[src/rtl/ilv_mem_ctrl.sv]
module ilv_mem_ctrl #(
  parameter int ADDR_W    = 8,
  parameter int BANK_BITS = 2,
  parameter int DATA_W    = 16,
  parameter int CYCLE_T   = 4
) (
  input  logic              clk,
  input  logic              rst,
  input  logic              mode_sel,
  input  logic              req_valid,
  input  logic [ADDR_W-1:0] req_addr,
  output logic              req_ready,
  output logic              rsp_valid,
  output logic [ADDR_W-1:0] rsp_addr,
  output logic [DATA_W-1:0] rsp_data
);
  localparam int M      = 1 << BANK_BITS;
  localparam int WORD_W = ADDR_W - BANK_BITS;
  localparam int DEPTH  = 1 << WORD_W;
  localparam int CNT_W  = $clog2(CYCLE_T + 1);
  localparam int SL_W   = $clog2(M + 1);

  function automatic logic [DATA_W-1:0] seed_word(input logic [ADDR_W-1:0] a);
    logic [31:0] t;
    t = (32'(a) * 32'h9E37) ^ 32'h5A5A;
    return t[DATA_W-1:0];
  endfunction

  logic [DATA_W-1:0] mem [M][DEPTH];
  logic [CNT_W-1:0]  busy [M];

  logic [CYCLE_T-1:0] pv;
  logic [ADDR_W-1:0]  pa [CYCLE_T];
  logic [DATA_W-1:0]  pd [CYCLE_T];

  logic [CNT_W-1:0]     s_wait;
  logic [SL_W-1:0]      s_left;
  logic [BANK_BITS-1:0] s_idx;
  logic [WORD_W-1:0]    s_word;
  logic [DATA_W-1:0]    blk [M];

  logic mode_q, mode_eff, idle, acc_c, acc_s;
  logic [BANK_BITS-1:0] req_bank;
  logic [WORD_W-1:0]    req_word;

  assign req_bank  = req_addr[BANK_BITS-1:0];
  assign req_word  = req_addr[ADDR_W-1:BANK_BITS];
  assign idle      = (pv == '0) && (s_wait == '0) && (s_left == '0);
  assign mode_eff  = idle ? mode_sel : mode_q;
  assign req_ready = mode_eff ? idle : (busy[req_bank] == '0);
  assign acc_c     = req_valid && req_ready && !mode_eff;
  assign acc_s     = req_valid && req_ready && mode_eff;

  assign rsp_valid = pv[CYCLE_T-1] || (s_left != '0);
  assign rsp_addr  = pv[CYCLE_T-1] ? pa[CYCLE_T-1] : {s_word, s_idx};
  assign rsp_data  = pv[CYCLE_T-1] ? pd[CYCLE_T-1] : blk[s_idx];

  always_ff @(posedge clk) begin
    if (rst) begin
      mode_q <= 1'b0;
      pv     <= '0;
      s_wait <= '0;
      s_left <= '0;
      s_idx  <= '0;
      s_word <= '0;
      for (int k = 0; k < M; k++) begin
        busy[k] <= '0;
        blk[k]  <= '0;
        for (int w = 0; w < DEPTH; w++)
          mem[k][w] <= seed_word(ADDR_W'((w << BANK_BITS) | k));
      end
      for (int i = 0; i < CYCLE_T; i++) begin
        pa[i] <= '0;
        pd[i] <= '0;
      end
    end else begin
      mode_q <= mode_eff;
      for (int k = 0; k < M; k++) begin
        if (acc_s || (acc_c && req_bank == BANK_BITS'(k)))
          busy[k] <= CNT_W'(CYCLE_T - 1);
        else if (busy[k] != '0)
          busy[k] <= busy[k] - 1'b1;
      end
      pv    <= {pv[CYCLE_T-2:0], acc_c};
      pa[0] <= req_addr;
      pd[0] <= mem[req_bank][req_word];
      for (int i = 1; i < CYCLE_T; i++) begin
        pa[i] <= pa[i-1];
        pd[i] <= pd[i-1];
      end
      if (s_left != '0) begin
        s_left <= s_left - 1'b1;
        s_idx  <= s_idx + 1'b1;
      end
      if (acc_s) begin
        s_wait <= CNT_W'(CYCLE_T - 1);
        s_word <= req_word;
        for (int k = 0; k < M; k++) blk[k] <= mem[k][req_word];
      end else if (s_wait != '0) begin
        s_wait <= s_wait - 1'b1;
        if (s_wait == CNT_W'(1)) begin
          s_left <= SL_W'(M);
          s_idx  <= '0;
        end
      end
    end
  end

  p_mode_hold_r7: assert property (@(posedge clk) disable iff (rst)
    !idle |=> mode_q == $past(mode_q));

  p_s_busy_stall_r5: assert property (@(posedge clk) disable iff (rst)
    (mode_q && !idle) |-> !req_ready);

  p_s_load_r6: assert property (@(posedge clk) disable iff (rst)
    (s_wait == CNT_W'(1)) |=> (s_left == SL_W'(M)) && (s_idx == '0));

  p_s_shift_r6: assert property (@(posedge clk) disable iff (rst)
    (s_left != '0) |=> s_left == SL_W'($past(s_left) - 1'b1));

  p_one_source_r9: assert property (@(posedge clk) disable iff (rst)
    !(pv[CYCLE_T-1] && (s_left != '0)));

  p_c_stall_r3: assert property (@(posedge clk) disable iff (rst)
    (!mode_q && !idle && (busy[req_bank] != '0)) |-> !req_ready);
endmodule

[config.mk]
export PLATFORM = sky130hd
export DESIGN_NAME = ilv_mem_ctrl
export DESIGN_NICKNAME = d
export VERILOG_FILES = /design/src/rtl/ilv_mem_ctrl.sv
export SDC_FILE = /design/constraint.sdc
export NUM_CORES = 1
export LEC_CHECK = 0
export BUFFER_PORTS_ARGS = -buffer_cell sky130_fd_sc_hd__buf_2
export CAP_MARGIN = 20
export CORE_ASPECT_RATIO = 2
export CORE_MARGIN = 3
export CORE_UTILIZATION = 50
export DETAILED_ROUTE_END_ITERATION = 10
export PLACE_DENSITY = 0.66
export SLEW_MARGIN = 5
export SYNTH_ARGS = -nofsm -noshare
export SYNTH_HDL_FRONTEND = slang
export SYNTH_MEMORY_MAX_BITS = 65536
export SYNTH_SLANG_ARGS = --single-unit
[constraint.sdc]
create_clock -name clk -period 8.98 [get_ports clk]
set_input_delay 1.796 -clock clk [delete_from_list [all_inputs] [get_ports clk]]
set_output_delay 1.796 -clock clk [all_outputs]
set_load 0.01 [all_outputs]
# [Word-level counts from Yosys, hierarchy flattened]
# Memory sizes are Yosys's and may differ from the RTL's. A register that Yosys moved wholly into a read port is not among the register bits.
# Index checks and enable logic that the tools add are counted.
[totals] in_bits=12 ff_bits=19 elab_cells=157 n_memories=5 output_inout_bits=26 mem_bits_rw=3904
[op_classes] bitwise=21 n_reduce_logical=28 n_addsub=7 muxes=84 magnitude_cmp=1 eq_ne=4
[mem_list] name="mem" words=4 word_bits=933 rd=5 rd_clocked_by_memory_dff=0 write_ports=4 line="29" text="logic [DATA_W-1:0] mem [M][DEPTH];"
[mem_list] name="blk" words=4 word_bits=16 rd=1 rd_clocked_by_memory_dff=1 write_ports=4 line="40" text="logic [DATA_W-1:0] blk [M];"
[mem_list] name="pd" words=4 word_bits=16 rd=4 rd_clocked_by_memory_dff=0 write_ports=4 line="34" text="logic [DATA_W-1:0] pd [CYCLE_T];"
[mem_list] name="pa" words=4 word_bits=8 rd=4 rd_clocked_by_memory_dff=0 write_ports=4 line="33" text="logic [ADDR_W-1:0] pa [CYCLE_T];"
[mem_list] name="busy" words=4 word_bits=3 rd=5 rd_clocked_by_memory_dff=0 write_ports=4 line="30" text="logic [CNT_W-1:0] busy [M];"
[op_table] cell="16-bit binary-select mux with 6-bit select" count=5
[op_table] cell="16-bit 2-to-1 mux" count=19
[op_table] cell="8-bit 2-to-1 mux" count=5
[op_table] cell="1-bit 2-to-1 mux" count=36
[op_table] cell="3-bit 2-to-1 mux" count=12
[op_table] cell="1-bit OR" count=20
[op_table] cell="3-bit nonzero test" count=6
[op_table] cell="3-bit by 1-bit subtractor with 3-bit output, second input constant" count=6
[op_table] cell="2-bit 2-to-1 mux" count=7
[op_table] cell="1-bit logical AND" count=9
[op_table] cell="3-bit logical NOT" count=3
[op_table] cell="7-bit greater-or-equal comparator, second input constant" count=1
[op_table] cell="6-bit NOT with 7-bit output" count=1
[op_table] cell="1-bit logical OR" count=5
[op_table] cell="2-bit == test, second input constant" count=2
[op_table] cell="4-bit logical NOT" count=1
[op_table] cell="3-bit by 1-bit == test with 1-bit output, second input constant" count=1
[op_table] cell="2-bit by 1-bit adder with 2-bit output, second input constant" count=1
[op_table] cell="2-bit by 1-bit == test with 1-bit output, second input constant" count=1
[op_table] cell="2-bit logical NOT" count=1
[op_table] cell="2-bit nonzero test" count=1
[op_table] cell="2-bit OR reduction" count=1
[op_table] cell="1-bit logical NOT" count=1

# [Depth between registers and ports, before layout]
# Gate-level depths: netlist (run 1).
[logic_depth] ltp_word=14 mapped_depth=13 ltp_nobuf=9

# [Least setup slack after synthesis (run 1)]
# No wires, ideal clock.
[synth_path] kind="input -> output" start="in req_addr[1]" end="out req_ready" path_slack_ps=4629 stages=4 path_buffers=0 required_ps=7184 arrival_ps=2555 path_cell_list="nor4_1 a211oi_1 a21oi_1 o21a_1"
[synth_via] elab_chain_cells=3
[synth_rtl] element="from (decl)" line="11" text="input logic [ADDR_W-1:0] req_addr,"
[synth_rtl] element="memory 4 x 3 bit"
[synth_rtl] element="3-bit logical NOT" line="50" text="assign req_ready = mode_eff ? idle : (busy[req_bank] == '0);"
[synth_rtl] element="1-bit 2-to-1 mux" line="50"
[synth_rtl] element="to (decl)" line="12" text="output logic req_ready,"
# No other way between the ends.

# [Final worst setup path (run 1)]
# Same ends and word-level chain as after synthesis.

==> results.md, run 1 <==
* Share of synthesized area occupied by flip-flops and latches at 0.341
* Worst slew margin relative to its limit at 0.299
* Critical path class: in -> out
* Standard-cell row count at 80
* Total clock buffers created by CTS at 17
* Post-detailed-route DRC marker count at 0
* Highest-delay cell along the critical path: sky130_fd_sc_hd__a21oi_1
* Skew-Pair Late Insertion Delay at 0.45 ns
* Biggest area consumer among synthesized cells: sky130_fd_sc_hd__dfxtp_1
* XOR/XNOR Fraction of Synth Area at 0.0119
* Dominant register cell in the synthesized netlist: sky130_fd_sc_hd__dfxtp_1
* Switching power total at between 0.0009 and 0.001 W
* Internal Dissipation at around 0.0017 W
* Met3 layer wire length in the routed design at between 2 and 3 mm
* Placer congestion estimate at approximately 1.0
* Top metal layer carrying routed signals: met4
* Setup-failing EPs final at 0
* Portion of the clock cycle consumed by the worst path in the final layout at 0.560
* Pwr Total at about 0.0027 W
* Share of layout cells above drive strength 1 at 0.117
* Biggest fanout along the worst timing path at 27
* Synth Area in Simple Gates at 0.200
* Proportion of synthesized flip-flops having asynchronous set or reset at 0
* Crit-path most repeated cell: sky130_fd_sc_hd__buf_2
* MaxCap Viol Count at 0
* HPWL after detailed placement at 28.4 mm
* Leak at approximately 4.9 nW
* Number of global-route vias before repair at between 10,000 and 15,000
* Count of routing violations after the opening detailed-route iteration at between 1,000 and 1,500
* Nets in the synthesized netlist at 1,541
* Syn Inst Count at between 1,000 and 1,500
* Outcome: completed
* Count of unique library cells instantiated by Yosys at 80
* Startpoint of the most critical hold path: pd[0][7]
* Routed length per instance at between 20 and 25 um
* Sequential fraction of design power at 0.379
* Reg2reg end: blk[2][5]
* Detailed-route via count at approximately 11,000
* Floorplan core area at approximately 24,000 um^2
* Largest vdd supply drop at 130 uV
* Worst reg2reg path depth at 7
* Synthesis-to-finish area growth at 5.14%
* Post-synthesis sequential element count at approximately 180
* Switching share of power at 0.364
* Clock Skews at between 0.01 and 0.015 ns
* Hold Fails Final Rpt at 0
* Hold path cells at 1
* Post-CTS repair timing setup buffer count at 0
* Multiplexer fraction of the synthesized cell area at 0.0848
* Synth area leaders: sky130_fd_sc_hd__dfxtp_1 18%, sky130_fd_sc_hd__edfxtp_1 16%, sky130_fd_sc_hd__a21oi_1 6.1%
* Logic gate share of total power at 0.324
* Setup TNS after final layout at 0 ns
* Required @ worst endpoint at between 7 and 8 ns
* Total I/O pin count at 38
* Kind of start point of the critical path: input pin
* Clock tree root driver cell: sky130_fd_sc_hd__clkbuf_16
* Arrival time at the worst endpoint at 3.23 ns
* Reg-to-Reg Start: s_wait[0]
* Design area at 13,000 um^2
* Per-instance average area after synthesis at approximately 8.3 um^2
* Final WL at around 40 mm
* Worst setup EP type: output port
* Actual transition at the worst max-transition pin at ~1.0 ns
* Global routing usage summed across all routing layers at 0.300
* Worst setup slack for register-to-register paths at 5.87 ns
* Portion of synthesized cell area occupied by the leading cell type at 0.179
* Number of synthesized flops with an enable pin at 67
* Minimum clock period at ~5 ns
* Initial Utilization at 0.514
* Min-delay worst type: reg -> reg
* Die Height at about 230 um
* Detailed-routed wire length on met2 at between 20 and 25 mm
* Clock slew at reported path FFs at ~0.080 ns
* PostCTS Resize Cnt at 0
* CTS HTree Levels at 4
* Remaining antenna violation count after routing at 0
* Post-cts hold buffer count at 0
* Clock share of power at 0.297
* Final Net Count at 1,466
* Most frequent cells in the layout: 163 x sky130_fd_sc_hd__nor2_1, 152 x sky130_fd_sc_hd__a21oi_1, 128 x sky130_fd_sc_hd__nand2_1
* Share of the synthesized area in compound gates (AO/OA/AOI/OAI) at 0.251
* Startpoint of the worst setup timing path: req_addr[1]
* Clock Sinks at approximately 180
* Cells along the critical path: buf_2 > nor4_1 > a211oi_1 > a21oi_1 > o21a_1 > buf_2
* Final Max Slew Viols at 0
* Die ar. at around 27,000 um^2
* Largest family of logic cells by synthesized area: compound AO/OA/AOI/OAI gates
* First-pass GRT wire length at 63.2 mm
* Remaining Overflow, GRT at 0
* Maximum number of pins on one net before global-route repair at between 80 and 90
* Antenna diode count at 0
* Total cell area at the placement stage at 12,400 um^2
* Initial antenna violation count at 0
* # port buffers at 37
* Most common cell after layout, fill and taps aside: sky130_fd_sc_hd__nor2_1
* Maximum number of buffers from clock root to sink at 2
* Width of the die at 117 um
* Met1 wire length at about 15 mm
* RSZ-0062 raised after global routing: false
* Cell Area, Synth at approximately 12,000 um^2
* Power per cell area at between 200 and 250 nW/um^2
* Total number of yosys warnings at 0
* Worst Hold End: pd[1][7]
* Avg Vias per Cell at 6.45
* Clock tree from TritonCTS: done
* Longest individual stage delay on the worst path at 0.39 ns
* Share of synthesized cell area in full adder, half adder and majority cells at 0.0383
* Number of fill cells at about 2,300
* Maximum clock frequency at approximately 200 MHz
* First-pass iteration count of the detailed router at 5
-- flip-flops by register name (all words and copies together) (netlist names) --
register / cells
pd: 61
blk: 55
pa: 31
busy: 12
s_word: 6
pv: 4
s_left: 3
s_wait: 3
s_idx: 2
mode_q: 1
-- stage by stage --
stage | worst slack [ns] | instances | utilization | hold WS (ns)
finish | 3.96 | 1757 | 0.540 | 0.437
global route | 3.82 | 1757 | 0.540 | 0.448
CTS | 3.95 | 1757 | 0.540 | 0.439
detailed placement | 3.83 | 1725 | 0.514 | 0.420
global placement | 3.97 | 1725 | 0.514 | 0.416
floorplan | 4.63 | 1491 | - | 0.414
-- power groups by stage --
stage	combinational (W)	clock [W]	sequential (W)
floorplan	0.000651	0	0.000996
global placement	0.000843	0	0.00102
detailed placement	0.000853	0	0.00103
CTS	0.000858	0.000804	0.00101
global route	0.000948	0.000831	0.00102
finish	0.000863	0.000790	0.00101
-- cells by family (layout without fill, tap and decap cells) --
kind of cell,Yosys count,in the layout
fa+ha+maj,38,38
flops,178,178
compound gates,483,483
simple gates,515,515
buf+inv,188,126
xor+xnor,16,16
mux,73,73
-- worst max-delay path, delay by kind of cell --
family	cells	cell delay, ns
buf+inv	2	0.43
compound gates	3	0.64
simple gates	1	0.35
-- synthesized netlist by cell type (11+ instances only) --
| cell | instances |
|---|---|
| sky130_fd_sc_hd__ha_1 | 38 |
| sky130_fd_sc_hd__nand3_1 | 11 |
| sky130_fd_sc_hd__dfxtp_1 | 111 |
| sky130_fd_sc_hd__o21ai_0 | 98 |
| sky130_fd_sc_hd__nand2_1 | 129 |
| sky130_fd_sc_hd__a221oi_1 | 16 |
| sky130_fd_sc_hd__and2_1 | 11 |
| sky130_fd_sc_hd__nor3_1 | 26 |
| sky130_fd_sc_hd__mux2i_1 | 24 |
| sky130_fd_sc_hd__o22ai_1 | 12 |
| sky130_fd_sc_hd__xnor2_1 | 11 |
| sky130_fd_sc_hd__mux4_2 | 23 |
| sky130_fd_sc_hd__edfxtp_1 | 67 |
| sky130_fd_sc_hd__a211oi_1 | 53 |
| sky130_fd_sc_hd__mux2_2 | 26 |
| sky130_fd_sc_hd__buf_4 | 19 |
| sky130_fd_sc_hd__o211ai_1 | 22 |
| sky130_fd_sc_hd__buf_2 | 65 |
| sky130_fd_sc_hd__clkbuf_1 | 50 |
| sky130_fd_sc_hd__nor2b_1 | 97 |
| sky130_fd_sc_hd__a21oi_1 | 152 |
| sky130_fd_sc_hd__nand2b_1 | 29 |
| sky130_fd_sc_hd__nor2_1 | 163 |
| sky130_fd_sc_hd__a31oi_1 | 15 |
| sky130_fd_sc_hd__inv_1 | 34 |
-- how the worst max path moves through the flow --
stage                      endpoint  slack (ns)  cells past startpoint
after floorplan           req_ready        4.63                      4
after global placement    pd[0][15]        3.97                      8
after detailed placement  blk[0][8]        3.83                      9
after CTS                 req_ready        3.95                      6
after global routing      req_ready        3.82                      6
final                     req_ready        3.96                      6
-- per-layer routing --
| metal | global-route usage | vias up |
|---|---|---|
| li1 | - | 5226 |
| met1 | 0.331 | 5364 |
| met2 | 0.524 | 571 |
| met3 | 0.0498 | 165 |
| met4 | 0.208 | 0 |
| met5 | 0 | - |
-- layout make-up --
class	instances	area [um^2]	share of cell area
Multi-Input combinational cell	1125	7270	0.558
Sequential cell	178	4230	0.325
Clock buffer	17	425	0.0326
Tap cell	328	410	0.0315
Timing Repair Buffer	55	333	0.0255
Clock inverter	15	215	0.0165
Inverter	39	146	0.0112
Power figures use the tool's default switching activity.
==> run 2: changes to the inputs <==
- ABC_AREA: not set -> 1
- PLACE_DENSITY: 0.66 -> 0.69
- clock period: 8.98 -> 4.4 ns (I/O delays scaled with it)
==> run 2 against run 1 <==
Net effect: first-iteration DRC count fell by 16%; cell area fell by 7.1%; largest cell class unchanged; routed wire length fell by 5.8%; die area fell by 9.3%; synthesized cell count rose by 12%; count of clock-buffer cells in the layout rose by 1; largest power group unchanged.
==> results.md, run 2 <==
* Register ranked first by flip-flop count: pd
* Post-detailed-route DRC marker count at 0 (unchanged)
* Nets in the synthesized netlist at 1,720 (+12%)
* Die ar. at 24,300 um^2 (-9.3%)
* Post-placement cell count at 1,913 (+11%)
* Floorplan core area at 21,800 um^2 (-9.7%)
* Number of synthesized flops with an enable pin at 67 (unchanged)
* Min-delay worst type: reg -> reg
* RSZ-0062 raised after global routing: false
* Dominant register cell in the synthesized netlist: sky130_fd_sc_hd__dfxtp_1
* Initial Utilization at 0.515 (about the same)
* Worst reg2reg path depth at 8 (+1)
* Most frequent cells in the layout: 432 x sky130_fd_sc_hd__nand2_1, 237 x sky130_fd_sc_hd__nor2_1, 172 x sky130_fd_sc_hd__inv_1
* Most common cell after layout, fill and taps aside: sky130_fd_sc_hd__nand2_1
* HPWL after detailed placement at 28.2 mm (-0.54%)
* Met1 wire length at 13.5 mm (-7.4%)
* Maximum number of pins on one net before global-route repair at 54 (-38%)
* Total clock buffers created by CTS at 17 (unchanged)
* Count of non-filler cells in the finished layout at 1,945 (+11%)
* Placer congestion estimate at 0.992 (-4.9%)
* Number of global-route vias before repair at 11,200 (+4.0%)
* Cell Area, Synth at 11,200 um^2 (-9.6%)
* Total I/O pin count at 38 (unchanged)
* Per-instance average area after synthesis at 6.71 um^2 (-19%)
* Outcome: completed
* # port buffers at 37 (unchanged)
* Arrival time at the worst endpoint at 2.36 ns (-0.87 ns)
* Most instantiated library cell after synthesis: sky130_fd_sc_hd__nand2_1
* Clock tree root driver cell: sky130_fd_sc_hd__clkbuf_16
* Clock Skews at 0.0119 ns (-0.00112 ns)
* Share of layout cells above drive strength 1 at 0.0754 (-0.0415)
* Maximum clock frequency at 309 MHz
* Worst Hold End: pd[1][11]
* Hold path cells at 2 (+1)
* Clock slew at reported path FFs at 0.08 ns (about the same)
* Power per cell area at 441 nW/um^2 (+120%)
* Global routing usage summed across all routing layers at 0.321 (+0.0211)
* Portion of synthesized cell area occupied by the leading cell type at 0.198 (+0.0191)
* Required @ worst endpoint at 3.52 ns (-3.66 ns)
* Final WL at 38.6 mm (-5.8%)
* Count of unique library cells instantiated by Yosys at 45 (-44%)
* CTS HTree Levels at 4 (unchanged)
* Width of the die at 112 um (-4.7%)
* Pwr Total at 0.00534 W (+100%)
* Pre-CTS WS at 0.928 ns (-2.90 ns)
* Worst slew margin relative to its limit at 0.422 (+0.122)
* Count of routing violations after the opening detailed-route iteration at 899 (-16%)
* Kind of start point of the critical path: flop
* Final Max Slew Viols at 0 (unchanged)
* Standard-cell row count at 76 (-5.0%)
* Top metal layer carrying routed signals: met5
* Largest vdd supply drop at 431 uV (+230%)
* Met3 layer wire length in the routed design at 2.49 mm (-5.6%)
* Remaining Overflow, GRT at 0 (unchanged)
* Routed length per instance at 19.9 um (-15%)
* Skew-Pair Late Insertion Delay at 0.46 ns (about the same)
* Post-CTS repair timing setup buffer count at 0 (unchanged)
* Critical path class: reg -> out
* Avg Vias per Cell at 5.83 (-9.5%)
* Biggest fanout along the worst timing path at 17 (-37%)
* Minimum clock period at between 3 and 4 ns
* Total number of yosys warnings at 0 (unchanged)
* Initial antenna violation count at 1 (+1)
* PostCTS Resize Cnt at 0 (unchanged)
* Maximum number of buffers from clock root to sink at 2 (unchanged)
* Actual transition at the worst max-transition pin at 0.866 ns (-0.183 ns)
* Proportion of synthesized flip-flops having asynchronous set or reset at 0 (unchanged)
* Die Height at 218 um (-4.8%)
* Portion of the clock cycle consumed by the worst path in the final layout at 0.735
* Post-synthesis sequential element count at 178 (unchanged)
* First-pass iteration count of the detailed router at 6 (+1)
* Detailed-routed wire length on met2 at 19.3 mm (-6.3%)
* Worst setup EP type: output port
* Detailed-route via count at 11,300 (+0.15%)
* MaxCap Viol Count at 0 (unchanged)
* Remaining antenna violation count after routing at 0 (unchanged)
* Synth area leaders: sky130_fd_sc_hd__dfxtp_1 20%, sky130_fd_sc_hd__edfxtp_1 18%, sky130_fd_sc_hd__nand2_1 14%
* Clock tree from TritonCTS: done
* Synthesis-to-finish area growth at 8.06%
* Final Net Count at 1,709 (+17%)
* Biggest area consumer among synthesized cells: sky130_fd_sc_hd__dfxtp_1
* Reg-to-Reg Start: s_left[0]
* Leak at 5.56 nW (+13%)
* Flip-flop count of the largest register after layout at 61 (unchanged)
* Clock Sinks at 178 (unchanged)
* Antenna diode count at 0 (unchanged)
* Registers with the most flip-flops: pd x61, blk x55, pa x31
* Post-layout worst setup margin at 1.16 ns (-2.79 ns)
* Syn Inst Count at 1,670 (+12%)
* First-pass GRT wire length at 60.5 mm (-4.4%)
* Share of synthesized area occupied by flip-flops and latches at 0.378 (+0.0365)
* Startpoint of the most critical hold path: pd[0][11]
* Setup-failing EPs final at 0 (unchanged)
* Setup TNS after final layout at 0 ns (unchanged)
* Leading cell types by count after synthesis: 432 x sky130_fd_sc_hd__nand2_1, 237 x sky130_fd_sc_hd__nor2_1, 172 x sky130_fd_sc_hd__inv_1, 155 x sky130_fd_sc_hd__nand3_1, 111 x sky130_fd_sc_hd__dfxtp_1
* Worst setup slack for register-to-register paths at 1.62 ns (-4.25 ns)
* Post-cts hold buffer count at 0 (unchanged)
* Hold Fails Final Rpt at 0 (unchanged)
* Reg2reg end: blk[0][3]
-- run 2: cell count changes in the layout (fill, tap and decap cells not counted), sizes merged, moves of 20 or more --
cell and delta:
a211oi -50, nor2 +81, nand2 +306, nor3 -23
mux2 -26, nand2b -29, nand4 +20, mux4 -23
inv +144, nand3 +144, a21oi -48, mux2i -24
nor2b -97
-- run 2: critical path: stages, from the launching register on --
cell and delay, ns:
sky130_fd_sc_hd__dfxtp_1 0.31, sky130_fd_sc_hd__buf_4 0.23, sky130_fd_sc_hd__inv_1 0.32, sky130_fd_sc_hd__nor2_1 0.24, sky130_fd_sc_hd__buf_4 0.24, sky130_fd_sc_hd__nand2_1 0.07, sky130_fd_sc_hd__a31oi_1 0.29, sky130_fd_sc_hd__buf_2 0.19
-- run 2: power breakdown --
part	switching [W]	internal [W]
Sequential	0.0000873	0.00195
Combinational	0.00117	0.000545
Clock	0.000774	0.000810
Total	0.00204	0.00330
-- run 2: metal layers --
layer | vias up | track usage
met5 | - | 0
met4 | 2 | 0.266
met3 | 208 | 0.0472
met2 | 574 | 0.553
met1 | 5132 | 0.343
li1 | 5427 | -
-- run 2: final cells by class --
class	instances	area, um^2
fill	2227	9670
inverter	184	693
multi-input combinational	1212	5810
sequential	178	4230
timing repair buffer	66	405
tap	273	342
clock inverter	14	176
clock buffer	18	450
-- run 2: how the worst max path moves through the flow --
stage                start     endpoint  cells past startpoint
2_1_floorplan  req_addr[3]   blk[1][12]                     14
3_3_place_gp   req_addr[2]    blk[3][8]                      9
3_5_place_dp   req_addr[2]    blk[3][8]                      9
4_1_cts           s_idx[0]  rsp_data[4]                      7
5_1_grt           s_idx[0]  rsp_data[4]                      7
6_report          s_idx[0]  rsp_data[4]                      7
-- run 2: logic make-up after synthesis --
| kind of cell | Yosys count | share of synthesized area |
|---|---|---|
| AO/OA/AOI/OAI | 297 | 0.148 |
| adder cells (fa/ha/maj) | 38 | 0.0424 |
| XOR/XNOR | 7 | 0.00547 |
| buffers and inverters | 280 | 0.104 |
| flip-flops | 178 | 0.378 |
| AND/OR/NAND/NOR | 870 | 0.322 |
-- run 2: stage by stage --
step	hold slack, ns	instance area, um^2	util
after floorplan	0.388	11200	-
after global placement	0.389	11500	0.527
after detailed placement	0.394	11500	0.527
after CTS	0.400	12100	0.556
after global routing	0.413	12100	0.556
final	0.395	12100	0.556
==> run 3: changes to the inputs <==
- PLACE_DENSITY: 0.69 -> 0.66
- clock period: 4.4 -> 3.3 ns (I/O delays scaled with it)
==> run 3 against run 2 <==
Net effect: setup slack got worse by 0.63 ns; global-route usage increased by 2.5 points; critical path depth increased by 1; first-iteration DRC count increased by 11%; final cell count increased by 0.87%; clock skew decreased by 0.0049 ns; flip-flop and latch count unchanged; register-to-register slack got worse by 0.79 ns; critical endpoint unchanged; largest cell class unchanged.
==> results.md, run 3 (synthesis gave the netlist of run 2 again) <==
* Outcome: completed
* HPWL after detailed placement at 30.6 mm (+8.3%)
* Count of non-filler cells in the finished layout at 1,962 (+0.87%)
* Share of layout cells above drive strength 1 at 0.0847 (+0.00931)
* Longest individual stage delay on the worst path at 0.32 ns (about the same)
* Required @ worst endpoint at 2.64 ns (-0.88 ns)
* Worst setup slack for register-to-register paths at 0.83 ns (-0.79 ns)
* Initial antenna violation count at 0 (-1)
* Actual transition at the worst max-transition pin at 0.900 ns (+0.0336 ns)
* Kind of cell adding the most delay to the critical path: buffers and inverters
* Reg2reg end: blk[3][9]
* Final Net Count at 1,726 (+0.99%)
* Registers with the most flip-flops: pd x61, blk x55, pa x31
* Routed length per instance at 21.2 um (+6.8%)
* Global routing usage summed across all routing layers at 0.346 (+0.0249)
* Total I/O pin count at 38 (unchanged)
* Setup-failing EPs final at 0 (unchanged)
* Most frequent cells in the layout: 432 x sky130_fd_sc_hd__nand2_1, 237 x sky130_fd_sc_hd__nor2_1, 172 x sky130_fd_sc_hd__inv_1
* Min-delay worst type: reg -> reg
* Crit-path most repeated cell: sky130_fd_sc_hd__buf_4
* Initial Utilization at 0.515 (unchanged)
* Kind of start point of the critical path: flop
* Worst slew margin relative to its limit at 0.398 (-0.0237)
* Maximum number of pins on one net before global-route repair at 57 (+5.6%)
* Die Height at 218 um (unchanged)
* Final Max Slew Viols at 0 (unchanged)
* Skew-Pair Late Insertion Delay at 0.45 ns (about the same)
* Startpoint of the most critical hold path: pa[0][7]
* Critical path buffer and inverter count at 5 (+1)
* Hold path cells at 2 (unchanged)
* Count of routing violations after the opening detailed-route iteration at 996 (+11%)
* Portion of the clock cycle consumed by the worst path in the final layout at 0.839
* Most common cell after layout, fill and taps aside: sky130_fd_sc_hd__nand2_1
* GRT busiest layer: met2
* Minimum clock period at approximately 2.8 ns
* Reg-to-Reg Start: s_left[0]
* Critical path class: reg -> out
* Remaining Overflow, GRT at 0 (unchanged)
* Hold Fails Final Rpt at 0 (unchanged)
* First-pass GRT wire length at 64.3 mm (+6.4%)
* Worst setup EP type: output port
* Clock tree root driver cell: sky130_fd_sc_hd__clkbuf_16
* Final WL at 41.6 mm (+7.8%)
* MaxCap Viol Count at 0 (unchanged)
* Number of global-route vias before repair at 11,400 (+1.8%)
* Synthesis-to-finish area growth at 9.42%
* Maximum number of buffers from clock root to sink at 2 (unchanged)
* Global Route met3 Usage at 0.0505 (+0.00333)
* # port buffers at 37 (unchanged)
* Arrival time at the worst endpoint at 2.11 ns (-0.25 ns)
* Standard-cell row count at 76 (unchanged)
* Biggest fanout along the worst timing path at 17 (unchanged)
* First-pass iteration count of the detailed router at 6 (unchanged)
* Width of the die at 112 um (unchanged)
* Clock Sinks at 178 (unchanged)
* Power per cell area at 583 nW/um^2 (+32%)
* Met2 track utilization from global routing at 0.617 (+0.0643)
* Flip-flop count of the largest register after layout at 61 (unchanged)
* Post-cts hold buffer count at 0 (unchanged)
* Clock slew at reported path FFs at 0.08 ns (about the same)
* Placer congestion estimate at 1.08 (+8.4%)
* Pre-CTS WS at 0.305 ns (-0.622 ns)
* Post-detailed-route DRC marker count at 0 (unchanged)
* Worst reg2reg path depth at 9 (+1)
* Highest-delay cell along the critical path: sky130_fd_sc_hd__dfxtp_1
* Number of fill cells at 2,250 (+1.0%)
* Register ranked first by flip-flop count: pd
* Post-placement cell count at 1,930 (+0.89%)
* Detailed-route via count at 11,400 (+0.78%)
* Post-layout worst setup margin at 0.531 ns (-0.634 ns)
* Antenna diode count at 0 (unchanged)
* CTS HTree Levels at 4 (unchanged)
* Remaining antenna violation count after routing at 0 (unchanged)
* Flip-flop and latch area at 4230 um^2 (unchanged)
* Clock Skews at 0.00704 ns (-0.00486 ns)
* PostCTS Resize Cnt at 0 (unchanged)
* Floorplan core area at 21,800 um^2 (unchanged)
* Maximum clock frequency at between 300 and 400 MHz
* Worst Hold End: pa[1][7]
* Total clock buffers created by CTS at 17 (unchanged)
* RSZ-0062 raised after global routing: false
* Clock tree from TritonCTS: done
* Setup TNS after final layout at 0 ns (unchanged)
* Area occupied by multi-input gates at 5810 um^2 (unchanged)
* Die ar. at 24,300 um^2 (unchanged)
* Post-CTS repair timing setup buffer count at 0 (unchanged)
* Leak at 5.65 nW (+1.6%)
* Cells along the critical path: buf_4 > inv_1 > buf_4 > nor2_1 > buf_4 > nand2_1 > a31oi_1 > buf_2
* Avg Vias per Cell at 5.83 (about the same)
* Met1 demand-to-capacity share in global routing at 0.367 (+0.0237)
* Largest vdd supply drop at 662 uV (+53%)
==> run 3: cell types whose count changed in the layout (fill, tap and decap cells not counted), moves of 2 or more <==
cell                       change
sky130_fd_sc_hd__buf_4        +13
sky130_fd_sc_hd__inv_8         +2
sky130_fd_sc_hd__clkinv_8      -2
sky130_fd_sc_hd__clkinv_4      +2
sky130_fd_sc_hd__buf_12        +4
==> run 3: where the power goes <==
group | total, W | leakage [nW] | internal (W) | switching (W)
clock network | 0.00206 | 0.297 | 0.00103 | 0.00102
logic | 0.00238 | 3.74 | 0.000755 | 0.00163
registers | 0.00271 | 1.61 | 0.00259 | 0.000120
total | 0.00715 | 5.65 | 0.00438 | 0.00277
==> run 3: worst max-delay path by stage <==
stage | startpoint | endpoint | slack [ns] | cells past startpoint
final | s_idx[0] | rsp_data[4] | 0.53 | 8
after global routing | s_idx[0] | rsp_data[10] | 0.41 | 8
after CTS | s_idx[0] | rsp_data[4] | 0.45 | 8
after detailed placement | req_addr[0] | pd[0][14] | 0.31 | 12
after global placement | req_addr[0] | pd[0][14] | 0.29 | 12
after floorplan | req_addr[3] | blk[1][12] | 0.56 | 14
==> run 3: worst min-delay path: stages, from the launching register on <==
cell	delay [ns]
sky130_fd_sc_hd__dfxtp_1	0.30
sky130_fd_sc_hd__inv_1	0.04
sky130_fd_sc_hd__nor2_1	0.03
==> run 3: routing by layer <==
layer,up-vias,share of wire
met5,-,0
met4,0,0.081
met3,196,0.067
met2,614,0.51
met1,5157,0.34
li1,5464,-
==> run 3: cell type report <==
class	instances	share of cell area
clock buffer	17	0.0347
sequential	178	0.345
multi-input combinational	1212	0.474
timing repair buffer	83	0.0476
inverter	184	0.0565
clock inverter	15	0.0144
tap	273	0.0279
==> run 3: per-stage QoR <==
| step | total power, W | cell area [um^2] | hold WS, ns | util |
|---|---|---|---|---|
| floorplan | 0.00432 | 11200 | 0.388 | - |
| global placement | 0.00509 | 11700 | 0.389 | 0.535 |
| detailed placement | 0.00512 | 11700 | 0.392 | 0.535 |
| CTS | 0.00717 | 12300 | 0.401 | 0.563 |
| global route | 0.00757 | 12300 | 0.409 | 0.563 |
| finish | 0.00715 | 12300 | 0.400 | 0.563 |
